==> src/rtl/fan_tach_pkg.sv <==
package fan_tach_pkg;

  localparam int unsigned NUM_EV  = 4;
  localparam int unsigned EV_PWM  = 0;
  localparam int unsigned EV_TERR = 1;
  localparam int unsigned EV_TEMP = 2;
  localparam int unsigned EV_MEAS = 3;

  localparam logic [11:0] OFS_MASK = 12'h040;
  localparam logic [11:0] OFS_PEND = 12'h044;
  localparam logic [11:0] OFS_SRC  = 12'h048;
  localparam logic [11:0] OFS_EXP  = 12'h088;
  localparam logic [11:0] OFS_TOL  = 12'h08C;
  localparam logic [11:0] OFS_MEAS = 12'h0C4;

  // Inclusive window test; lower bound clamps at zero.
  function automatic logic in_window(input logic [31:0] meas,
                                     input logic [31:0] expv,
                                     input logic [31:0] tol);
    logic [32:0] lo;
    logic [32:0] hi;
    hi = {1'b0, expv} + {1'b0, tol};
    lo = (expv >= tol) ? {1'b0, expv - tol} : 33'd0;
    return ({1'b0, meas} >= lo) && ({1'b0, meas} <= hi);
  endfunction

endpackage

==> src/rtl/tach_sync_edge.sv <==
module tach_sync_edge #(
  parameter int unsigned SYNC_STAGES = 2
) (
  input  logic clk,
  input  logic rst_n,
  input  logic tach_raw_i,
  output logic rise_o
);
  localparam int unsigned LAST = SYNC_STAGES - 1;

  logic [SYNC_STAGES-1:0] sync_q;
  logic                   prev_q;

  generate
    genvar s;
    for (s = 0; s < SYNC_STAGES; s++) begin : g_stage
      if (s == 0) begin : g_first
        always_ff @(posedge clk) begin
          if (!rst_n) sync_q[s] <= 1'b0;
          else        sync_q[s] <= tach_raw_i;
        end
      end else begin : g_next
        always_ff @(posedge clk) begin
          if (!rst_n) sync_q[s] <= 1'b0;
          else        sync_q[s] <= sync_q[s-1];
        end
      end
    end
  endgenerate

  always_ff @(posedge clk) begin
    if (!rst_n) prev_q <= 1'b0;
    else        prev_q <= sync_q[LAST];
  end

  assign rise_o = sync_q[LAST] & ~prev_q;

endmodule

==> src/rtl/tach_period_meter.sv <==
module tach_period_meter
  import fan_tach_pkg::*;
#(
  parameter int unsigned CNT_W = 20
) (
  input  logic             clk,
  input  logic             rst_n,
  input  logic             rise_i,
  input  logic [CNT_W-1:0] exp_i,
  input  logic [CNT_W-1:0] tol_i,
  output logic [CNT_W-1:0] meas_o,
  output logic             publish_o,
  output logic             err_o,
  output logic             timeout_o
);
  localparam logic [CNT_W-1:0] CNT_MAX = {CNT_W{1'b1}};
  localparam logic [CNT_W-1:0] CNT_ONE = {{(CNT_W-1){1'b0}}, 1'b1};

  logic [CNT_W-1:0] cnt_q;
  logic             armed_q;
  logic             edge_pub;
  logic             outside;

  always_comb begin
    edge_pub  = rise_i && armed_q;
    timeout_o = !rise_i && (cnt_q == CNT_MAX);
    outside   = !in_window(32'(cnt_q), 32'(exp_i), 32'(tol_i));
    publish_o = edge_pub || timeout_o;
    err_o     = timeout_o || (edge_pub && outside);
  end

  always_ff @(posedge clk) begin
    if (!rst_n) begin
      cnt_q   <= '0;
      armed_q <= 1'b0;
      meas_o  <= '0;
    end else if (rise_i) begin
      if (armed_q) meas_o <= cnt_q;
      armed_q <= 1'b1;
      cnt_q   <= CNT_ONE;
    end else if (timeout_o) begin
      meas_o  <= '0;
      armed_q <= 1'b0;
      cnt_q   <= CNT_ONE;
    end else begin
      cnt_q   <= cnt_q + CNT_ONE;
    end
  end

endmodule

==> src/rtl/fan_irq_ctrl.sv <==
module fan_irq_ctrl #(
  parameter int unsigned NEV = 4
) (
  input  logic           clk,
  input  logic           rst_n,
  input  logic [NEV-1:0] ev_i,
  input  logic [NEV-1:0] clr_i,
  input  logic           mask_wr_i,
  input  logic [NEV-1:0] mask_wdata_i,
  output logic [NEV-1:0] mask_o,
  output logic [NEV-1:0] pend_o,
  output logic [NEV-1:0] src_o,
  output logic           irq_o
);

  always_ff @(posedge clk) begin
    if (!rst_n)         mask_o <= '1;
    else if (mask_wr_i) mask_o <= mask_wdata_i;
  end

  generate
    genvar b;
    for (b = 0; b < NEV; b++) begin : g_pend
      always_ff @(posedge clk) begin
        if (!rst_n)       pend_o[b] <= 1'b0;
        else if (ev_i[b]) pend_o[b] <= 1'b1;
        else if (clr_i[b]) pend_o[b] <= 1'b0;
      end
    end
  endgenerate

  assign src_o = pend_o & ~mask_o;
  assign irq_o = |src_o;

endmodule

==> src/rtl/fan_tach_monitor.sv <==
module fan_tach_monitor
  import fan_tach_pkg::*;
#(
  parameter int unsigned CNT_W       = 20,
  parameter int unsigned ADDR_W      = 12,
  parameter int unsigned SYNC_STAGES = 2
) (
  input  logic              clk,
  input  logic              rst_n,
  input  logic              tach_in,
  input  logic              pwm_changed_i,
  input  logic              temp_req_i,
  input  logic              reg_wr_en,
  input  logic [ADDR_W-1:0] reg_addr,
  input  logic [31:0]       reg_wdata,
  output logic [31:0]       reg_rdata,
  output logic              irq_o
);
  localparam logic [ADDR_W-1:0] A_MASK = ADDR_W'(OFS_MASK);
  localparam logic [ADDR_W-1:0] A_PEND = ADDR_W'(OFS_PEND);
  localparam logic [ADDR_W-1:0] A_SRC  = ADDR_W'(OFS_SRC);
  localparam logic [ADDR_W-1:0] A_EXP  = ADDR_W'(OFS_EXP);
  localparam logic [ADDR_W-1:0] A_TOL  = ADDR_W'(OFS_TOL);
  localparam logic [ADDR_W-1:0] A_MEAS = ADDR_W'(OFS_MEAS);

  // Named internal events, visible to the bound checker.
  logic              rise_evt;
  logic              publish_evt;
  logic              err_evt;
  logic              timeout_evt;
  logic [CNT_W-1:0]  meas_q;
  logic [CNT_W-1:0]  exp_q;
  logic [CNT_W-1:0]  tol_q;
  logic [NUM_EV-1:0] ev_vec;
  logic [NUM_EV-1:0] clr_vec;
  logic [NUM_EV-1:0] mask_q;
  logic [NUM_EV-1:0] pend_q;
  logic [NUM_EV-1:0] src_w;
  logic              mask_wr;

  tach_sync_edge #(.SYNC_STAGES(SYNC_STAGES)) u_sync (
    .clk        (clk),
    .rst_n      (rst_n),
    .tach_raw_i (tach_in),
    .rise_o     (rise_evt)
  );

  tach_period_meter #(.CNT_W(CNT_W)) u_meter (
    .clk       (clk),
    .rst_n     (rst_n),
    .rise_i    (rise_evt),
    .exp_i     (exp_q),
    .tol_i     (tol_q),
    .meas_o    (meas_q),
    .publish_o (publish_evt),
    .err_o     (err_evt),
    .timeout_o (timeout_evt)
  );

  always_comb begin
    ev_vec          = '0;
    ev_vec[EV_PWM]  = pwm_changed_i;
    ev_vec[EV_TERR] = err_evt;
    ev_vec[EV_TEMP] = temp_req_i;
    ev_vec[EV_MEAS] = publish_evt;
    clr_vec = (reg_wr_en && reg_addr == A_PEND) ? reg_wdata[NUM_EV-1:0] : '0;
    mask_wr = reg_wr_en && (reg_addr == A_MASK);
  end

  fan_irq_ctrl #(.NEV(NUM_EV)) u_irq (
    .clk          (clk),
    .rst_n        (rst_n),
    .ev_i         (ev_vec),
    .clr_i        (clr_vec),
    .mask_wr_i    (mask_wr),
    .mask_wdata_i (reg_wdata[NUM_EV-1:0]),
    .mask_o       (mask_q),
    .pend_o       (pend_q),
    .src_o        (src_w),
    .irq_o        (irq_o)
  );

  always_ff @(posedge clk) begin
    if (!rst_n) begin
      exp_q <= '0;
      tol_q <= '0;
    end else if (reg_wr_en) begin
      if (reg_addr == A_EXP) exp_q <= reg_wdata[CNT_W-1:0];
      if (reg_addr == A_TOL) tol_q <= reg_wdata[CNT_W-1:0];
    end
  end

  always_comb begin
    case (reg_addr)
      A_MASK:  reg_rdata = 32'(mask_q);
      A_PEND:  reg_rdata = 32'(pend_q);
      A_SRC:   reg_rdata = 32'(src_w);
      A_EXP:   reg_rdata = 32'(exp_q);
      A_TOL:   reg_rdata = 32'(tol_q);
      A_MEAS:  reg_rdata = 32'(meas_q);
      default: reg_rdata = 32'd0;
    endcase
  end

endmodule

==> config.mk <==
export PLATFORM = sky130hd
export DESIGN_NAME = fan_tach_monitor
export DESIGN_NICKNAME = d
export VERILOG_FILES = /design/src/rtl/fan_tach_pkg.sv /design/src/rtl/tach_sync_edge.sv /design/src/rtl/tach_period_meter.sv /design/src/rtl/fan_irq_ctrl.sv /design/src/rtl/fan_tach_monitor.sv
export SDC_FILE = /design/constraint.sdc
export NUM_CORES = 1
export LEC_CHECK = 0
export ABC_AREA = 1
export BUFFER_PORTS_ARGS = -buffer_cell sky130_fd_sc_hd__buf_2
export CORE_UTILIZATION = 54
export DETAILED_ROUTE_END_ITERATION = 7
export PLACE_DENSITY = 0.8
export SLEW_MARGIN = 5
export SYNTH_ARGS = -nofsm -noshare
export SYNTH_HDL_FRONTEND = slang
export SYNTH_SLANG_ARGS = --single-unit
==> constraint.sdc <==
create_clock -name clk -period 3.45 [get_ports clk]
set_input_delay 0.69 -clock clk [delete_from_list [all_inputs] [get_ports clk]]
set_output_delay 0.69 -clock clk [all_outputs]
set_load 0.05 [all_outputs]
==> key figures, run 1 <==
Cells and area
  • Area of the multi-input gates: 4940 um^2
  • FILL cells: 1,139
  • Register Area: 1850 um^2
  • Layout net count: 1,336
  • Inserted Diodes: 0
  • Area delta synth->final: 21.0%
  • Final std cells w/o fill: 1,384
  • Share of cells above drive strength 1: 0.217

GRT
  • Largest net degree at the start of global routing: 46
  • GRT Total Usage: 0.304
  • Number of global-route vias before repair: 7,257
  • GR Overflow Total: 0
  • First-pass GRT wire length: 34,100 um
  • Initial antenna violation count: 0

Setup path
  • Worst r2r src: exp_q[0]
  • CP max stage delay: 0.38 ns
  • CP Cell Sequence: ha_4, fa_2, a21oi_2, o21bai_2, a21boi_2, o21ai_2, a21boi_2, o21ai_1, xor2_1, ha_1, nand4_1, nor2_2, nand4_1, nand3_2, nor2_2, nand2_1, nand2_1, nand2_2, nand2_2, nand2_1, a21oi_1
  • Reg-to-Reg End: u_irq.pend_o[1]
  • Top cell by count, worst path: nand2_1
  • Startpoint types: flip-flop
  • Type of the worst setup path: flip-flop to flip-flop
  • Critical Path RT: 3.65 ns
  • Critical path's slowest cell: fa_2
  • Reg2reg setup slack: -0.01 ns
  • WP data arrival: 3.66 ns
  • Critical Path End Type: flip-flop
  • Bufs and invs on worst path: 0
  • Reg2reg path depth: 21
  • Cell family with most CP delay: simple AND/OR/NAND/NOR gates
  • CP max FO: 3

Yosys
  • Asr flop ratio synth: 0
  • Syn. warnings: 0
  • Dominant cells by area after synthesis: dfxtp_1 (25%), ha_1 (14%), nand2_1 (11%)
  • Post-Syn Instances: 1,093
  • Post-synth cell types: 50
  • Leading area contributor after synthesis: dfxtp_1
  • Main synth FF type: dfxtp_1
  • Syn_area_per_cell: 6.73 um^2
  • Yosys top cell area share: 0.250
  • Sequential fraction of the synthesis area: 0.250
  • Post-Syn Area: 7360 um^2
  • Post-synth EDFFs: 0
  • #FFs+latches synth: 92

Floorplan
  • Initial Util: 0.556
  • Die X: 119 um
  • Die area: 14,100 um^2
  • Die Height: 119 um
  • IO Count: 83
  • Core ar.: 13,200 um^2
  • Row count: 42

Place
  • Post-DP HPWL: 16,000 um
  • Place WS: -0.124 ns
  • Number of port buffers: 58
  • # placed instances: 1,359
  • GP Congestion: 0.982

Worst hold path
  • HP Class: flip-flop to flip-flop
  • Worst hold path depth: 2
  • Worst hold endpoint: u_sync.sync_q[1]
  • Hold path startpoint: u_sync.sync_q[0]

STA
  • Final worst-path cycle share: 1.00
  • RSZ-0062 raised after global routing: true
  • Skew final: 0.00672 ns
  • Tightest Pin Transition: 0.868 ns
  • Slew Limit Fails: 0
  • Top achievable clock speed: 289 MHz
  • Clock period minus worst slack: 3.46 ns
  • Slew headroom: 0.420
  • Final setup margin: -0.0103 ns
  • # setup viols final: 1
  • Hold Vio Cnt, Final: 0
  • Total negative slack: -0.0103 ns

Status
  • Failing checks: setup timing
  • Run status: finished with violations

Clocking
  • Skew-Pair Late Insertion Delay: 0.36 ns
  • H-tree depth: 3
  • Clock-pin slew on the worst setup and hold paths: 0.07 ns
  • Clock Path Buffers: 2
  • CTS buffer count: 9
  • Clk sinks: 92
  • Root cell of the clock tree: clkbuf_16
  • CTS tree: built

Route
  • Vias: 7,687
  • Drt pass-1 iters: 5
  • Wire length per cell: 15.7 um
  • Remaining DRCs: 0
  • DR iter-0 viols: 589
  • Final WL: 21,700 um
  • Final ANT Viol Nets: 0
  • Via density: 5.55

Power and ir drop
  • Pleak: 0.00421 uW
  • Peak supply drop: 0.228 mV
  • Pwr Density: 252 nW/um^2
  • Power after layout: 2250 uW

Flow run
  • Maxcap violations: 0
==> layout make-up <==
type | instances | area share
multi-input combinational | 781 | 0.555
sequential | 92 | 0.208
timing repair buffer | 144 | 0.106
inverter | 175 | 0.0740
clock buffer | 12 | 0.0277
tap | 176 | 0.0247
clock inverter | 4 | 0.00548
==> kinds of logic after synthesis <==
group	share of synthesized area
and+or+nand+nor	0.262
buffers and inverters	0.129
AOI/OAI and AO/OA	0.184
DFF	0.250
adders and majority gates	0.143
xor gates and xnor gates	0.0309
other	0.000510
==> worst min-delay path, stage by stage, from the launching register on <==
cell and delay (ns):
dfxtp_1 0.31, nand2_1 0.04, inv_1 0.04
==> worst max-delay path by stage <==
stage                     cells after the start         endpoint  startpoint
after CTS                                    29  u_irq.pend_o[1]    exp_q[0]
after global placement                       26  u_irq.pend_o[1]   tol_q[10]
after floorplan                              30  u_irq.pend_o[1]    exp_q[0]
after detailed placement                     21  u_irq.pend_o[1]    tol_q[0]
final                                        21  u_irq.pend_o[1]    exp_q[0]
after global routing                         29  u_irq.pend_o[1]    exp_q[0]
==> timing repair <==
| action | in CTS | in global routing |
|---|---|---|
| setup endpoints to repair | 1 | 1 |
| cloned | 0 | 0 |
| endpoints found under the hold margin | 0 | 0 |
| buffers inserted | 3 | 6 |
| hold buffers | 0 | 0 |
| pin swaps | 12 | 29 |
| gates resized for setup | 23 | 64 |
==> cell usage after synthesis (15+ instances only) <==
cell type and n:
nand3_1 64, dfxtp_1 92, o221ai_1 16, inv_1 168, nor3_1 18, xor2_1 24
ha_1 81, nand4_1 15, a21oi_1 102, clkbuf_1 22, a211oi_1 21, buf_2 16
nor2_1 90, nand2_1 207, buf_4 16, o21ai_0 52
==> stage by stage <==
step / area, um^2 / util / hold WS (ns)
after global routing: 8900 / 0.672 / 0.462
after detailed placement: 8200 / 0.620 / 0.401
after global placement: 8200 / 0.620 / 0.396
final: 8900 / 0.672 / 0.413
after CTS: 8580 / 0.648 / 0.415
after floorplan: 7400 / - / 0.390
==> power by group <==
part	total [uW]	internal, uW	switching (uW)
clock network	1010	581	427
logic	165	48.3	117
registers	1070	1070	6.66
total	2250	1700	550
==> flip-flops by register name, summed over array words and instances, names as in the netlist <==
signal,flops
u_sync.prev_q,1
u_meter.armed_q,1
tol_q,20
u_meter.cnt_q,20
u_meter.meas_o,20
u_irq.mask_o,4
u_irq.pend_o,4
u_sync.sync_q,2
exp_q,20
==> per-layer routing <==
layer	vias to the layer above	GRT usage	wire, um
met1	3605	0.407	9740
li1	3788	-	-
met4	0	0.121	624
met3	43	0.0415	1220
met5	-	0	0
met2	251	0.494	10100
==> layout by cell type (no fill, tap or decap), types with 15 or more instances in the layout <==
cell type	instances
nand3_1	62
o221ai_1	16
o21ai_0	45
inv_1	163
a211oi_1	21
dfxtp_1	87
nor2_1	84
ha_1	64
xor2_1	24
buf_2	58
buf_4	85
nor3_1	16
ha_4	16
a21oi_1	92
nand2_1	199
nand4_1	15
Note: power is estimated with default switching activity, not from simulation.
==> run 2, diff against run 1 <==
- BUFFER_PORTS_ARGS: -buffer_cell sky130_fd_sc_hd__buf_2 -> -buffer_cell sky130_fd_sc_hd__buf_4
==> run 2 against run 1 <==
Against the previous run: power rose by 3.7%; via count fell by 1.4%; critical path type unchanged; clock-buffer cell count fell by 1; first-iteration DRC count rose by 9.5%; clock power rose by 7%; final cell count fell by 1.4%; core utilization rose by 0.59 points; die area did not move; the flow now finishes without violations; largest power group unchanged; combinational power rose by 7%; critical path depth did not move.
==> key figures, run 2 (synthesized netlist as in run 1, its figures left out) <==
Cells and area
  • Register Area: 1850 um^2 (about the same)
  • Layout net count: 1,318 (was 1,336)
  • FILL cells: 1,141 (was 1,139)
  • Post-route cell area: 8980 um^2 (was 8900 um^2)
  • Layout Utilization: 0.678 (was 0.672)
  • Area delta synth->final: 22.1% (was 21.0%)
  • Inserted Diodes: 0 (unchanged)
  • Commonest cells after routing, fill and taps aside: nand2_1 (197), inv_1 (158), buf_4 (125), a21oi_1 (93), dfxtp_1 (87) (was nand2_1 (199), inv_1 (163), a21oi_1 (92), dfxtp_1 (87), buf_4 (85))
  • Area of the multi-input gates: 4990 um^2 (was 4940 um^2)
  • Most common cell after layout, fill and taps aside: nand2_1 (unchanged)
  • Share of cells above drive strength 1: 0.218 (was 0.217)

GRT
  • GR Overflow Total: 0 (unchanged)
  • GRT Total Usage: 0.299 (was 0.304)
  • Largest net degree at the start of global routing: 46 (unchanged)
  • Initial antenna violation count: 0 (unchanged)
  • Number of global-route vias before repair: 7,039 (was 7,257)
  • First-pass GRT wire length: 33,500 um (was 34,100 um)

Setup path
  • WP data arrival: 3.58 ns (was 3.66 ns)
  • Critical Path RT: 3.65 ns (about the same)
  • Critical path's slowest cell: fa_2 (unchanged)
  • CP Cell Sequence: ha_2, fa_2, a21oi_2, o21bai_2, a21boi_2, o21ai_2, a21boi_2, o21ai_1, xor2_1, ha_1, nand4_1, nor2_2, nand4_1, nand3_2, nor2_1, nand2_1, nand2_1, nand2_1, nand2_2, nand2_1, a21oi_1 (was ha_4, fa_2, a21oi_2, o21bai_2, a21boi_2, o21ai_2, a21boi_2, o21ai_1, xor2_1, ha_1, nand4_1, nor2_2, nand4_1, nand3_2, nor2_2, nand2_1, nand2_1, nand2_2, nand2_2, nand2_1, a21oi_1)
  • Type of the worst setup path: flip-flop to flip-flop (unchanged)
  • CP max FO: 3 (unchanged)
  • Cell family with most CP delay: simple AND/OR/NAND/NOR gates (unchanged)
  • Worst r2r src: tol_q[0] (was exp_q[0])
  • Bufs and invs on worst path: 0 (unchanged)
  • Reg2reg path depth: 21 (unchanged)
  • Top cell by count, worst path: nand2_1 (unchanged)
  • CP max stage delay: 0.36 ns (was 0.38 ns)
  • Startpoint types: flip-flop (unchanged)
  • Critical Path End Type: flip-flop (unchanged)
  • Reg-to-Reg End: u_irq.pend_o[1] (unchanged)
  • Reg2reg setup slack: 0.07 ns (was -0.01 ns)

Place
  • GP Congestion: 0.973 (was 0.982)
  • Number of port buffers: 58 (unchanged)
  • Placed Instance Area: 8210 um^2 (was 8200 um^2)
  • Post-DP HPWL: 15,700 um (was 16,000 um)

Power and ir drop
  • Pleak: 0.00420 uW (was 0.00421 uW)
  • Pwr Density: 259 nW/um^2 (was 252 nW/um^2)
  • Power Internal: 1780 uW (was 1700 uW)
  • Net Sw Frac: 0.236 (was 0.245)
  • Sequential share of power: 0.462 (was 0.478)
  • Peak supply drop: 0.208 mV (was 0.228 mV)
  • Power after layout: 2330 uW (was 2250 uW)
  • Combinational Power Share: 0.075 (was 0.073)
  • NetSw: 549 uW (was 550 uW)
  • Clk network pwr share: 0.463 (was 0.448)

Floorplan
  • IO Count: 83 (unchanged)
  • Initial Util: 0.556 (unchanged)
  • Core ar.: 13,200 um^2 (unchanged)
  • Die X: 119 um (unchanged)
  • Row count: 42 (unchanged)
  • Die Height: 119 um (unchanged)
  • Die area: 14,100 um^2 (unchanged)

Clocking
  • Skew-Pair Late Insertion Delay: 0.36 ns (about the same)
  • CTS tree: built (unchanged)
  • Root cell of the clock tree: clkbuf_16 (unchanged)
  • Clock-pin slew on the worst setup and hold paths: 0.07 ns (about the same)
  • Clock Path Buffers: 2 (unchanged)
  • CTS Hold Bufs: 0 (unchanged)
  • H-tree depth: 3 (unchanged)
  • CTS buffer count: 9 (unchanged)
  • Clk sinks: 92 (unchanged)

STA
  • Worst hold slack: 0.426 ns (was 0.413 ns)
  • Final worst-path cycle share: 0.980 (was 1.00)
  • RSZ-0062 raised after global routing: true (unchanged)
  • Top achievable clock speed: 296 MHz (was 289 MHz)
  • Slew Limit Fails: 0 (unchanged)
  • Hold Vio Cnt, Final: 0 (unchanged)
  • Total negative slack: 0 ns (was -0.0103 ns)
  • Tightest Pin Transition: 0.894 ns (was 0.868 ns)
  • Clock period minus worst slack: 3.38 ns (was 3.46 ns)
  • Slew headroom: 0.403 (was 0.420)
  • Skew final: 0.00641 ns (was 0.00672 ns)
  • # setup viols final: 0 (was 1)

Route
  • Wire length per cell: 15.7 um (about the same)
  • Remaining DRCs: 0 (unchanged)
  • DR iter-0 viols: 645 (was 589)
  • Final ANT Viol Nets: 0 (unchanged)
  • Vias: 7,576 (was 7,687)
  • Drt pass-1 iters: 5 (unchanged)
  • Via density: 5.55 (about the same)
  • Final WL: 21,500 um (was 21,700 um)

Worst hold path
  • Worst hold path depth: 2 (unchanged)
  • Hold path startpoint: u_sync.sync_q[1] (was u_sync.sync_q[0])
  • Worst hold endpoint: u_sync.prev_q (was u_sync.sync_q[1])
  • HP Class: flip-flop to flip-flop (unchanged)

Flow run
  • Maxcap violations: 0 (unchanged)

Status
  • Run status: finished, final reports clean (was finished with violations)
-- run 2: cell count changes in the layout (fill, tap and decap cells not counted), moves of 4 or more --
cell	previous run	this run
inv_2	11	17
o21ai_1	5	9
inv_1	163	158
buf_2	58	0
o21ai_0	45	41
buf_4	85	125
-- run 2: per-stage QoR --
stage / std cells / worst slack, ns
2_1_floorplan: 1104 / 0.236
3_3_place_gp: 1341 / 0.0266
3_5_place_dp: 1341 / -0.0811
4_1_cts: 1358 / 0.00853
5_1_grt: 1365 / -0.172
6_report: 1365 / 0.0700
-- run 2: worst max path at each step --
stage             start              end  slack, ns  cells after the start
2_1_floorplan  exp_q[0]  u_irq.pend_o[1]       0.24                     30
3_3_place_gp   tol_q[0]  u_irq.pend_o[1]       0.03                     21
3_5_place_dp   exp_q[0]  u_irq.pend_o[1]      -0.08                     30
4_1_cts        tol_q[0]  u_irq.pend_o[1]      0.009                     24
5_1_grt        tol_q[4]  u_irq.pend_o[1]      -0.17                     26
6_report       tol_q[0]  u_irq.pend_o[1]       0.07                     21
-- run 2: worst register-to-register path: cells and delay by family (launching register included) --
| kind | cells | cell delay [ns] |
|---|---|---|
| AND/OR/NAND/NOR | 10 | 0.96 |
| adder cells (fa/ha/maj) | 3 | 0.88 |
| AO/OA/AOI/OAI | 7 | 0.86 |
| flip-flops | 1 | 0.35 |
| XOR/XNOR | 1 | 0.18 |
-- run 2: power by group through the flow --
| stage | combinational (uW) | clock (uW) | sequential (uW) |
|---|---|---|---|
| 6_report | 176 | 1080 | 1080 |
| 3_3_place_gp | 163 | 0 | 1100 |
| 4_1_cts | 168 | 1080 | 1080 |
| 3_5_place_dp | 166 | 0 | 1100 |
| 2_1_floorplan | 117 | 0 | 1100 |
| 5_1_grt | 194 | 1120 | 1080 |
-- run 2: area by class of cell --
type,count,share of cell area
multi-input combinational,781,0.556
inverter,175,0.0731
sequential,92,0.206
tap,176,0.0245
timing repair buffer,126,0.106
clock inverter,4,0.00822
clock buffer,11,0.0270
-- run 2: metal layers --
metal / global-route usage / up-vias / part of all wire
li1: - / 3749 / -
met2: 0.477 / 262 / 0.46
met5: 0 / - / 0
met4: 0.123 / 0 / 0.028
met3: 0.0415 / 42 / 0.055
met1: 0.405 / 3523 / 0.46
-- run 2: repair_timing --
action | CTS | global route
pin swaps | 8 | 27
buffers inserted | 2 | 7
cloned | 0 | 0
gates resized for setup | 13 | 91
setup endpoints to repair | 1 | 1
==> run 3, diff against run 2 <==
- CELL_PAD_IN_SITES_DETAIL_PLACEMENT: default -> 2
- CELL_PAD_IN_SITES_GLOBAL_PLACEMENT: default -> 2
- CORE_UTILIZATION: 54 -> 36
- PLACE_DENSITY: 0.8 -> 0.9
- clock period: 3.45 -> 4.3 ns (I/O delays scaled with it)
==> run 3 against run 2 <==
Against the previous run: via count grew 3.1%; non-clock buffer count shrank 60; first-iteration DRC count shrank 25%; maximum frequency shrank 16%; cell area shrank 8.2%; final cell count grew 2.2%; critical endpoint unchanged; sequential share of layout area grew 1.8 points; sequential cell count is the same.
==> key figures, run 3 (synthesized netlist as in run 1, its figures left out) <==
Route
  • Drt pass-1 iters: 5 (unchanged)
  • Wire length per cell: 22.2 um (was 15.7 um)
  • Final WL: 30,900 um (was 21,500 um)
  • Final ANT Viol Nets: 0 (unchanged)
  • Via density: 5.60 (was 5.55)
  • Vias: 7,813 (was 7,576)
  • DR iter-0 viols: 484 (was 645)
  • Remaining DRCs: 0 (unchanged)

Setup path
  • Type of the worst setup path: flip-flop to flip-flop (unchanged)
  • CP max FO: 6 (was 3)
  • Worst r2r src: tol_q[6] (was tol_q[0])
  • Startpoint types: flip-flop (unchanged)
  • CP Launch Point: tol_q[6] (was tol_q[0])
  • CP max stage delay: 0.47 ns (was 0.36 ns)
  • Critical path's slowest cell: ha_1 (was fa_2)
  • Top cell by count, worst path: nand2_1 (unchanged)
  • Critical Path RT: 4.51 ns (was 3.65 ns)
  • WP data arrival: 4.24 ns (was 3.58 ns)
  • Critical Path End Type: flip-flop (unchanged)

STA
  • Final worst-path cycle share: 0.938 (was 0.980)
  • Skew final: 0.00938 ns (was 0.00641 ns)
  • Worst hold slack: 0.430 ns (was 0.426 ns)
  • Slew Limit Fails: 0 (unchanged)
  • Tightest Pin Transition: 1.26 ns (was 0.894 ns)
  • # setup viols final: 0 (unchanged)
  • Final setup margin: 0.268 ns (was 0.0700 ns)
  • Top achievable clock speed: 248 MHz (was 296 MHz)
  • Hold Vio Cnt, Final: 0 (unchanged)
  • Slew headroom: 0.160 (was 0.403)
  • Clock period minus worst slack: 4.03 ns (was 3.38 ns)

Clocking
  • Postcts setup bufs: 0 (was 2)
  • CTS tree: built (unchanged)
  • Clk sinks: 92 (unchanged)
  • Clock-pin slew on the worst setup and hold paths: 0.07 ns (about the same)
  • Skew-Pair Late Insertion Delay: 0.37 ns (was 0.36 ns)
  • Clock Path Buffers: 2 (unchanged)
  • CTS buffer count: 9 (unchanged)
  • Root cell of the clock tree: clkbuf_16 (unchanged)
  • H-tree depth: 3 (unchanged)

Floorplan
  • Die Height: 145 um (was 119 um)
  • Die area: 21,000 um^2 (was 14,100 um^2)
  • Core ar.: 19,800 um^2 (was 13,200 um^2)
  • Die X: 145 um (was 119 um)
  • Initial Util: 0.372 (was 0.556)
  • Row count: 51 (was 42)
  • IO Count: 83 (unchanged)

Cells and area
  • Share of cells above drive strength 1: 0.115 (was 0.218)
  • Commonest cells after routing, fill and taps aside: nand2_1 (207), inv_1 (168), a21oi_1 (101), dfxtp_1 (92), nor2_1 (90) (was nand2_1 (197), inv_1 (158), buf_4 (125), a21oi_1 (93), dfxtp_1 (87))
  • Area delta synth->final: 12.0% (was 22.1%)
  • FILL cells: 2,395 (was 1,141)
  • Layout net count: 1,258 (was 1,318)
  • Inserted Diodes: 0 (unchanged)
  • Most common cell after layout, fill and taps aside: nand2_1 (unchanged)
  • Layout Utilization: 0.417 (was 0.678)

Power and ir drop
  • Power after layout: 1810 uW (was 2330 uW)
  • Sequential share of power: 0.477 (was 0.462)
  • Combinational Power Share: 0.081 (was 0.075)
  • NetSw: 495 uW (was 549 uW)
  • Peak supply drop: 0.196 mV (was 0.208 mV)
  • Pleak: 0.00382 uW (was 0.00420 uW)
  • Clk network pwr share: 0.442 (was 0.463)
  • Pwr Density: 219 nW/um^2 (was 259 nW/um^2)
  • Net Sw Frac: 0.274 (was 0.236)
  • Power Internal: 1310 uW (was 1780 uW)

GRT
  • Initial antenna violation count: 0 (unchanged)
  • GR Overflow Total: 0 (unchanged)
  • Largest net degree at the start of global routing: 46 (unchanged)
  • First-pass GRT wire length: 48,800 um (was 33,500 um)
  • Number of global-route vias before repair: 8,832 (was 7,039)
  • GRT Total Usage: 0.296 (was 0.299)

Worst hold path
  • HP Class: flip-flop to flip-flop (unchanged)
  • Hold path startpoint: u_sync.sync_q[0] (was u_sync.sync_q[1])

Flow run
  • Maxcap violations: 0 (unchanged)

Place
  • GP Congestion: 0.861 (was 0.973)
  • Place WS: 0.241 ns (was -0.0811 ns)
  • Post-DP HPWL: 22,500 um (was 15,700 um)
  • Number of port buffers: 58 (unchanged)

Status
  • Run status: finished, final reports clean (unchanged)
-- run 3: changes by cell type in the layout (fill, tap and decap cells not counted), moves of 9 or more --
cell     previous run  this run
nand2_1           197       207
ha_4               15         0
buf_4             125        66
ha_1               62        78
o21ai_1             9         0
nor2_1             81        90
inv_2              17         7
inv_1             158       168
o21ai_0            41        51
-- run 3: final cells by class --
type	instances	area, um^2	area share
well taps	265	332	0.0402
clock inverters	5	36.3	0.00440
multi-input cells	781	4640	0.563
flip-flops and latches	92	1840	0.223
repair buffers	66	495	0.0601
clock buffers	11	243	0.0294
inverters	175	657	0.0797
-- run 3: layer usage --
metal / global-route usage / wire [um] / vias up
met5: 0 / 0 / -
met4: 0.125 / 1140 / 0
met3: 0.0327 / 899 / 77
met2: 0.521 / 15200 / 184
met1: 0.363 / 13700 / 3930
li1: - / - / 3622
-- run 3: worst paths after layout --
| kind | end | depth (start not counted) | slack (ns) |
|---|---|---|---|
| max | u_irq.pend_o[1] | 25 | 0.27 |
| min | u_sync.sync_q[1] | 2 | 0.43 |
| min reg2reg | u_sync.sync_q[1] | 2 | 0.43 |
| max reg2reg | u_irq.pend_o[1] | 25 | 0.27 |
-- run 3: repair_timing --
item | in CTS | in global routing
hold buffers | 0 | 0
setup endpoints to repair | 0 | 1
resized for setup | 0 | 7
-- run 3: per-stage QoR --
| step | area [um^2] | cells | setup TNS [ns] |
|---|---|---|---|
| 2_1_floorplan | 7400 | 1104 | 0 |
| 3_3_place_gp | 7940 | 1379 | 0 |
| 3_5_place_dp | 7940 | 1379 | 0 |
| 4_1_cts | 8220 | 1395 | 0 |
| 5_1_grt | 8240 | 1395 | -0.00567 |
| 6_report | 8240 | 1395 | 0 |
-- run 3: critical path, delay by kind of cell (launching register included) --
family / cells / cell delay [ns]
simple gates: 15 / 1.61
fa+ha+maj: 2 / 0.79
compound gates: 4 / 0.60
buf+inv: 3 / 0.38
flops: 1 / 0.35
xor+xnor: 1 / 0.13
-- run 3: power by group through the flow --
| stage | combinational, uW | clock [uW] | sequential, uW |
|---|---|---|---|
| 6_report | 146 | 799 | 863 |
| 5_1_grt | 160 | 837 | 863 |
| 4_1_cts | 146 | 802 | 863 |
| 3_5_place_dp | 143 | 0 | 883 |
| 3_3_place_gp | 135 | 0 | 882 |
| 2_1_floorplan | 93.8 | 0 | 881 |
